[config.mk]
export PLATFORM = sky130hd
export DESIGN_NAME = arc_unit
export DESIGN_NICKNAME = d
export VERILOG_FILES = /design/src/rtl/arc_pkg.sv /design/src/rtl/arc_decode.sv /design/src/rtl/arc_operand.sv /design/src/rtl/arc_adder.sv /design/src/rtl/arc_cmp_fix.sv /design/src/rtl/arc_unit.sv
export SDC_FILE = /design/constraint.sdc
export NUM_CORES = 1
export LEC_CHECK = 0
export BUFFER_PORTS_ARGS = -buffer_cell sky130_fd_sc_hd__buf_2
export CORE_AREA = 2 2 99 101
export CTS_CLUSTER_SIZE = 28
export DETAILED_ROUTE_END_ITERATION = 6
export DIE_AREA = 0 0 101 103
export PLACE_DENSITY_LB_ADDON = 0.15
export SLEW_MARGIN = 20
export SYNTH_ARGS = -nofsm -noshare
export SYNTH_HDL_FRONTEND = slang
export SYNTH_HIERARCHICAL = 1
export SYNTH_SLANG_ARGS = --single-unit
[constraint.sdc]
create_clock -name clk -period 12 [get_ports clk]
set_input_delay 1.2 -clock clk [delete_from_list [all_inputs] [get_ports clk]]
set_output_delay 1.2 -clock clk [all_outputs]
set_load 0.005 [all_outputs]
[src/rtl/arc_pkg.sv]
package arc_pkg;
  localparam int OPC_W  = 6;
  localparam int FUNC_W = 11;

  typedef struct packed {
    logic legal;
    logic use_imm;
    logic reverse;
    logic use_carry;
    logic keep;
    logic is_cmp;
    logic cmp_unsigned;
  } arc_ctrl_t;
endpackage

[src/rtl/arc_decode.sv]
module arc_decode
  import arc_pkg::*;
(
  input  logic [OPC_W-1:0]  opc_i,
  input  logic [FUNC_W-1:0] func_i,
  output arc_ctrl_t         ctrl_o
);
  localparam logic [FUNC_W-1:0] FN_CMP_S = FUNC_W'(1);
  localparam logic [FUNC_W-1:0] FN_CMP_U = FUNC_W'(3);

  always_comb begin
    ctrl_o = '0;
    if (opc_i[5:4] == 2'b00) begin
      if (opc_i[3]) begin
        ctrl_o.legal = 1'b1;
      end else if (func_i == '0) begin
        ctrl_o.legal = 1'b1;
      end else if (opc_i[2:0] == 3'b101 && (func_i == FN_CMP_S || func_i == FN_CMP_U)) begin
        ctrl_o.legal        = 1'b1;
        ctrl_o.is_cmp       = 1'b1;
        ctrl_o.cmp_unsigned = func_i[1];
      end
      if (ctrl_o.legal) begin
        ctrl_o.use_imm   = opc_i[3];
        ctrl_o.keep      = opc_i[2];
        ctrl_o.use_carry = opc_i[1];
        ctrl_o.reverse   = opc_i[0];
      end
    end
  end
endmodule

[src/rtl/arc_operand.sv]
module arc_operand #(
  parameter int DATA_W = 32,
  parameter int IMM_W  = 16
) (
  input  logic              use_imm_i,
  input  logic              reverse_i,
  input  logic              use_carry_i,
  input  logic [DATA_W-1:0] ra_i,
  input  logic [DATA_W-1:0] rb_i,
  input  logic [IMM_W-1:0]  imm_i,
  input  logic              carry_i,
  output logic [DATA_W-1:0] op_a_o,
  output logic [DATA_W-1:0] op_b_o,
  output logic              cin_o
);
  localparam int EXT_W = DATA_W - IMM_W;

  logic [DATA_W-1:0] imm_ext;

  assign imm_ext = {{EXT_W{imm_i[IMM_W-1]}}, imm_i};

  always_comb begin
    op_a_o = reverse_i ? ~ra_i : ra_i;
    op_b_o = use_imm_i ? imm_ext : rb_i;
    cin_o  = use_carry_i ? carry_i : reverse_i;
  end
endmodule

[src/rtl/arc_adder.sv]
module arc_adder #(
  parameter int DATA_W  = 32,
  parameter int SLICE_W = 8
) (
  input  logic [DATA_W-1:0] a_i,
  input  logic [DATA_W-1:0] b_i,
  input  logic              cin_i,
  output logic [DATA_W-1:0] sum_o,
  output logic              cout_o,
  output logic              ovf_o
);
  localparam int N_SLICE = DATA_W / SLICE_W;
  localparam int MSB     = DATA_W - 1;

  logic [N_SLICE:0] chain;

  assign chain[0] = cin_i;

  for (genvar s = 0; s < N_SLICE; s++) begin : g_slice
    logic [SLICE_W:0] part;
    assign part = {1'b0, a_i[s*SLICE_W +: SLICE_W]}
                + {1'b0, b_i[s*SLICE_W +: SLICE_W]}
                + {{SLICE_W{1'b0}}, chain[s]};
    assign sum_o[s*SLICE_W +: SLICE_W] = part[SLICE_W-1:0];
    assign chain[s+1] = part[SLICE_W];
  end

  assign cout_o = chain[N_SLICE];
  assign ovf_o  = (a_i[MSB] == b_i[MSB]) && (sum_o[MSB] != a_i[MSB]);
endmodule

[src/rtl/arc_cmp_fix.sv]
module arc_cmp_fix #(
  parameter int DATA_W = 32
) (
  input  logic              is_cmp_i,
  input  logic              cmp_unsigned_i,
  input  logic [DATA_W-1:0] sum_i,
  input  logic              cout_i,
  input  logic              ovf_i,
  output logic [DATA_W-1:0] res_o
);
  localparam int MSB = DATA_W - 1;

  logic below_s;
  logic below_u;

  assign below_s = sum_i[MSB] ^ ovf_i;
  assign below_u = ~cout_i;

  always_comb begin
    res_o = sum_i;
    if (is_cmp_i) res_o[MSB] = cmp_unsigned_i ? below_u : below_s;
  end
endmodule

[src/rtl/arc_unit.sv]
module arc_unit
  import arc_pkg::*;
#(
  parameter int DATA_W  = 32,
  parameter int IMM_W   = 16,
  parameter int SLICE_W = 8
) (
  input  logic              clk,
  input  logic              rst,
  input  logic [5:0]        opc_i,
  input  logic [10:0]       func_i,
  input  logic [DATA_W-1:0] ra_i,
  input  logic [DATA_W-1:0] rb_i,
  input  logic [IMM_W-1:0]  imm_i,
  input  logic              carry_i,
  output logic [DATA_W-1:0] result_o,
  output logic              carry_o,
  output logic              carry_we_o,
  output logic              illegal_o
);
  localparam int MSB = DATA_W - 1;

  arc_ctrl_t         ctrl;
  logic [DATA_W-1:0] op_a, op_b, sum, fixed;
  logic              cin, cout, ovf;

  arc_decode u_dec (.opc_i(opc_i), .func_i(func_i), .ctrl_o(ctrl));

  arc_operand #(.DATA_W(DATA_W), .IMM_W(IMM_W)) u_opnd (
    .use_imm_i(ctrl.use_imm), .reverse_i(ctrl.reverse), .use_carry_i(ctrl.use_carry),
    .ra_i(ra_i), .rb_i(rb_i), .imm_i(imm_i), .carry_i(carry_i),
    .op_a_o(op_a), .op_b_o(op_b), .cin_o(cin)
  );

  arc_adder #(.DATA_W(DATA_W), .SLICE_W(SLICE_W)) u_add (
    .a_i(op_a), .b_i(op_b), .cin_i(cin), .sum_o(sum), .cout_o(cout), .ovf_o(ovf)
  );

  arc_cmp_fix #(.DATA_W(DATA_W)) u_cmp (
    .is_cmp_i(ctrl.is_cmp), .cmp_unsigned_i(ctrl.cmp_unsigned),
    .sum_i(sum), .cout_i(cout), .ovf_i(ovf), .res_o(fixed)
  );

  always_ff @(posedge clk) begin
    if (rst) begin
      result_o   <= '0;
      carry_o    <= 1'b0;
      carry_we_o <= 1'b0;
      illegal_o  <= 1'b0;
    end else begin
      result_o   <= ctrl.legal ? fixed : '0;
      carry_o    <= ctrl.legal & cout;
      carry_we_o <= ctrl.legal & ~ctrl.keep & ~ctrl.is_cmp;
      illegal_o  <= ~ctrl.legal;
    end
  end

  // plain register add
  p_add_sum_r2: assert property (@(posedge clk) disable iff (rst)
    (opc_i == 6'b000000 && func_i == 11'd0)
      |=> (result_o == DATA_W'($past(ra_i) + $past(rb_i)) && carry_we_o));

  // keep forms never request a carry write
  p_keep_no_write_r5: assert property (@(posedge clk) disable iff (rst)
    (opc_i[5:4] == 2'b00 && opc_i[2]) |=> !carry_we_o);

  // signed compare MSB
  p_cmp_signed_r7: assert property (@(posedge clk) disable iff (rst)
    (opc_i == 6'b000101 && func_i == 11'd1)
      |=> (result_o[MSB] == ($signed($past(rb_i)) < $signed($past(ra_i)))));

  // unsigned compare MSB
  p_cmp_unsigned_r8: assert property (@(posedge clk) disable iff (rst)
    (opc_i == 6'b000101 && func_i == 11'd3)
      |=> (result_o[MSB] == ($past(rb_i) < $past(ra_i))));

  // upper opcode bits set is always illegal and quiet
  p_illegal_quiet_r9: assert property (@(posedge clk) disable iff (rst)
    (opc_i[5:4] != 2'b00) |=> (illegal_o && !carry_we_o && result_o == '0));
endmodule

-- Word-level counts from Yosys, hierarchy flattened
Index checks and enable logic that the tools add are counted.
- add/subtract/negate cells: 8
- multiply operators: 0
- divide/modulo/power cells: 0
- $lt $le $gt $ge: 0
- equal/unequal tests: 5
- shifts and indexed selects: 0
- mux-type cells: 14
- bitwise gates (word level): 9
- reductions and logical operators: 6
- operators with widths (operator ; number):
    $mux W32 ; 2
    $add A8 B8 Y9 ; 4
    $add A9 B1 Y9 ; 4
    $not A32 Y32 ; 1
    $eq A11 B1 Y1 const B ; 1
    $eq A11 B2 Y1 const B ; 1
    $logic_not A11 Y1 ; 1
    $mux W1 ; 7
    $mux W7 ; 1
    $mux W2 ; 3
    $mux W4 ; 1
    $not A1 Y1 ; 4
    $and A1 B1 Y1 ; 3
    $eq A3 B3 Y1 const B ; 1
    $logic_and A1 B1 Y1 ; 2
    $logic_not A2 Y1 ; 1
    $reduce_or A2 Y1 ; 1
    $eq A1 B1 Y1 ; 1
    $logic_or A1 B1 Y1 ; 1
    $ne A1 B1 Y1 ; 1
    $xor A1 B1 Y1 ; 1
- register bits: 35
- bits in latches: 0
- memory bits (writable): 0
- ROM bits: 0
- input port bits: 100
- output and inout port bits: 35
- word-level logic and storage cells: 46
- memories kept: 0

-- Logic depth before layout (Yosys ltp)
- word-level depth: 20
- depth in mapped cells: 38
- depth with buffers taken out: 37

-- Modules after synthesis
The synthesis kept the hierarchy.
- by module, submodules not included (module ; times used ; cells an instance ; area an instance (µm²) ; seq. area each (µm²)):
    arc_adder ; 1 ; 160 ; 1266.2 ; 0.0
    arc_unit ; 1 ; 76 ; 1081.0 ; 700.7
    arc_operand ; 1 ; 74 ; 882.1 ; 0.0
    arc_cmp_fix ; 1 ; 37 ; 261.5 ; 0.0
    arc_decode ; 1 ; 21 ; 127.6 ; 0.0

-- Worst setup path before layout
OpenSTA, ideal clock, no wires.
- path type: input -> register
- start: input port opc_i[5]
- end: register result_o[31]
- library setup time: 0.061 ns
- arrival: 8.266 ns
- required time: 11.939 ns
- slack: 3.673 ns
- stages: 37
- buffers on the path: 2
- path through: nor2_1 and2_1 buf_6 buf_12 mux2_4 inv_1 fa_1 inv_1 fa_1 a21o_1 a21oi_1 o21ai_0 nor4_1 nor3_1 fa_1 fa_1 a21o_1 a21oi_1 o21ai_0 nor4_1 nor3_1 fa_1 fa_1 a21o_1 a21oi_1 o21ai_0 o41ai_1 fa_1 nor2b_4 o2111a_1 nor4_2 o21bai_1 mux2_4 nand3_1 o21ai_1 a21oi_1 and3b_2
- RTL lines (element ; RTL line ; text):
    start, declared ; arc_unit.sv:10 ; input logic [5:0] opc_i,
    end signal, assigned ; arc_unit.sv:51 ; result_o <= ctrl.legal ? fixed : '0;
    end, declared ; arc_unit.sv:16 ; output logic [DATA_W-1:0] result_o,

==> results.cfg <==
[cts]
cts_inserted_buffers = 5
tritoncts = built
postCtsSetupBuffers = 0
clockRootBuffer = sky130_fd_sc_hd__clkbuf_8
cts-root-to-sink-buffers = 2
clock_transition_at_path_regs_ps = 70
cts_repair_resize_count = 0
h_tree_lvl_count = 2
clkSinkCount = 35
post_cts_hold_buffer_count = 0

[worst_setup_path]
timing.critical_path.fanout_max = 33
timing.critical_path.to_type = flip-flop
critical_path.max_stage_delay_ps = 470
worst-endpoint-required_ps = 12230
timing.critical_path.mode_cell = sky130_fd_sc_hd__fa_1
worstSetupPathType = input pin to flip-flop
crit_path_top_delay_cell = sky130_fd_sc_hd__buf_4
critPathLaunchType = input pin
arrival_ps = 9370

[pwr]
total_leakage_power_nw = 2.25
vdd_ir_drop_max_v = 0.0000374
power_density_nw_per_um2 = 87.3

[synth]
syn_std_cell_area_um2 = 3620
post_synth_cell_types = 42
postSynthNetCount = 504
ys_warn_count = 6
synth-edff-count = 0
synth_top_cells_by_count = sky130_fd_sc_hd__xor2_1 (41), sky130_fd_sc_hd__dfxtp_1 (35), sky130_fd_sc_hd__buf_4 (32), sky130_fd_sc_hd__mux2_4 (31), sky130_fd_sc_hd__and3b_1 (29)
synth_flop_cell = sky130_fd_sc_hd__dfxtp_1
synth-async-reset-ratio_pct = 0
synth_top_cell_by_area = sky130_fd_sc_hd__dfxtp_1
synth.most_common_cell = sky130_fd_sc_hd__xor2_1
post-synth-top-area-fraction_pct = 19.4
synth.area.top_cells = sky130_fd_sc_hd__dfxtp_1 (19%), sky130_fd_sc_hd__mux2_4 (13%), sky130_fd_sc_hd__xor2_1 (9.9%)
synthCells = 368
yosysSeqAreaShare_pct = 19.4
syn_avg_cell_area_um2 = 9.83
synth-seq-cells = 35

[global_route]
number_of_global_route_vias_before_repair = 2694
grt_pass1_wl_um = 12600
grt_start_max_net_pins = 36
globalRouteTotalUtil_pct = 15.1
grt_antenna_before_repair = 0
gr_overflow_total = 0

[cells_and_area]
stdcell_area_um2 = 4150
layout.nets = 602
antenna_cells = 0
drive_gt1_share_pct = 41.5
final_core_utilization_pct = 43.9
synthToLayoutAreaGrowth_pct = 14.8

[routing]
drt_first_pass_iters = 4
drt-wirelength-per-cell_um = 13.4
vias = 2765
finalWirelength_um = 7800
drt_iter0_markers = 24
routed_vias_inst = 4.76
drt_drc_violations_left = 0
drtAntennaViolNets = 0

[place]
portbufs = 134
place.detailed.hpwl_um = 6230
routabilityCongestion = 0.838
dpl-instance-area_um2 = 4050

[job]
maximum_capacitance_violations = 0

[sta]
finalSetupTns_ps = 0
finalSetupViolCount = 0
post_route_fraction_of_the_period_consumed_by_the_critical_path_pct = 76.2
slew_headroom_pct = 60.9
fmax_mhz = 109
finalMaxSlewViolations = 0
layout_min_cycle_time_ps = 9140
worst_pin_slew_ps = 586
grt_setup_unrepaired = no
timing.final.hold_violations = 0

[floorplan]
core_area_um2 = 9460
floorplan.initialDensity_pct = 38.3
fp.dieH_um = 103
die_w_um = 101
std_cell_rows = 36
fp.dieArea_um2 = 10400
io_pins = 135

[run_status]
status = finished clean

[worst_hold_path]
min_path_type = input pin to flip-flop
==> layer usage <==
layer | global-route usage [%] | part of all wire (%) | vias up
met5 | 0 | 0 | -
met4 | 3.74 | 0.99 | 0
met3 | 2.64 | 5.2 | 6
met2 | 26.2 | 47 | 84
met1 | 19.6 | 47 | 1238
li1 | - | - | 1437
==> state kept, by name, summed over array words and instances (netlist names) <==
| register | count |
|---|---|
| result_o | 32 |
| carry_we_o | 1 |
| carry_o | 1 |
| illegal_o | 1 |
==> kinds of logic (layout without fill, tap and decap cells) <==
kind of cell / after synthesis / in the layout / synth area share [%]
flops: 35 / 35 / 19.4
compound gates: 37 / 37 / 6.67
buf+inv: 61 / 160 / 13.1
mux: 34 / 34 / 13.8
simple gates: 109 / 109 / 19.4
fa+ha+maj: 36 / 36 / 14.1
xor+xnor: 56 / 56 / 13.6
==> critical path, delay by kind of cell <==
family | cells | cell delay (ps)
AO/OA/AOI/OAI | 15 | 2750
adder cells (fa/ha/maj) | 7 | 2600
AND/OR/NAND/NOR | 10 | 1640
buffers and inverters | 4 | 730
multiplexers | 1 | 320
XOR/XNOR | 1 | 120
==> final timing paths <==
kind | from | to | depth (start not counted)
worst min-delay path | opc_i[5] | result_o[4] | 3
worst max-delay path | func_i[6] | result_o[31] | 38
==> cell usage in the layout (no fill, tap or decap), drive strengths merged, types with 9 or more instances in the layout <==
cell type	netlist	routed
mux2	34	34
inv	15	15
nor3	14	14
nand2	12	12
dfxtp	35	35
buf	46	137
nand3	9	9
a21oi	9	9
and3b	33	33
nor2	22	22
xnor2	15	15
xor2	41	41
ha	28	28
==> power by group <==
group          total [mW]  internal (mW)  leakage [nW]  switching, mW
clock              0.0947         0.0522        0.0505         0.0425
sequential          0.120          0.119         0.283       0.000632
combinational       0.148         0.0766          1.92         0.0717
==> metrics by stage <==
| stage | hold WS (ps) | total power [mW] | instances | setup WS, ps |
|---|---|---|---|---|
| 3_3_place_gp | 1580 | 0.271 | 573 | 2700 |
| 5_1_grt | 1340 | 0.392 | 581 | 2140 |
| 3_5_place_dp | 1570 | 0.271 | 573 | 2560 |
| 6_report | 1320 | 0.363 | 581 | 2860 |
| 2_1_floorplan | 1380 | 0.276 | 368 | 3670 |
| 4_1_cts | 1320 | 0.369 | 581 | 2840 |
==> area by class of cell <==
type | count | area [µm²]
clock buffers | 7 | 96.3
clock inverters | 1 | 7.51
fillers | 947 | 5310
inverters | 15 | 56.3
multi-input cells | 272 | 2460
flip-flops and latches | 35 | 701
well taps | 114 | 143
repair buffers | 137 | 693
(Power assumes the default switching activity.)
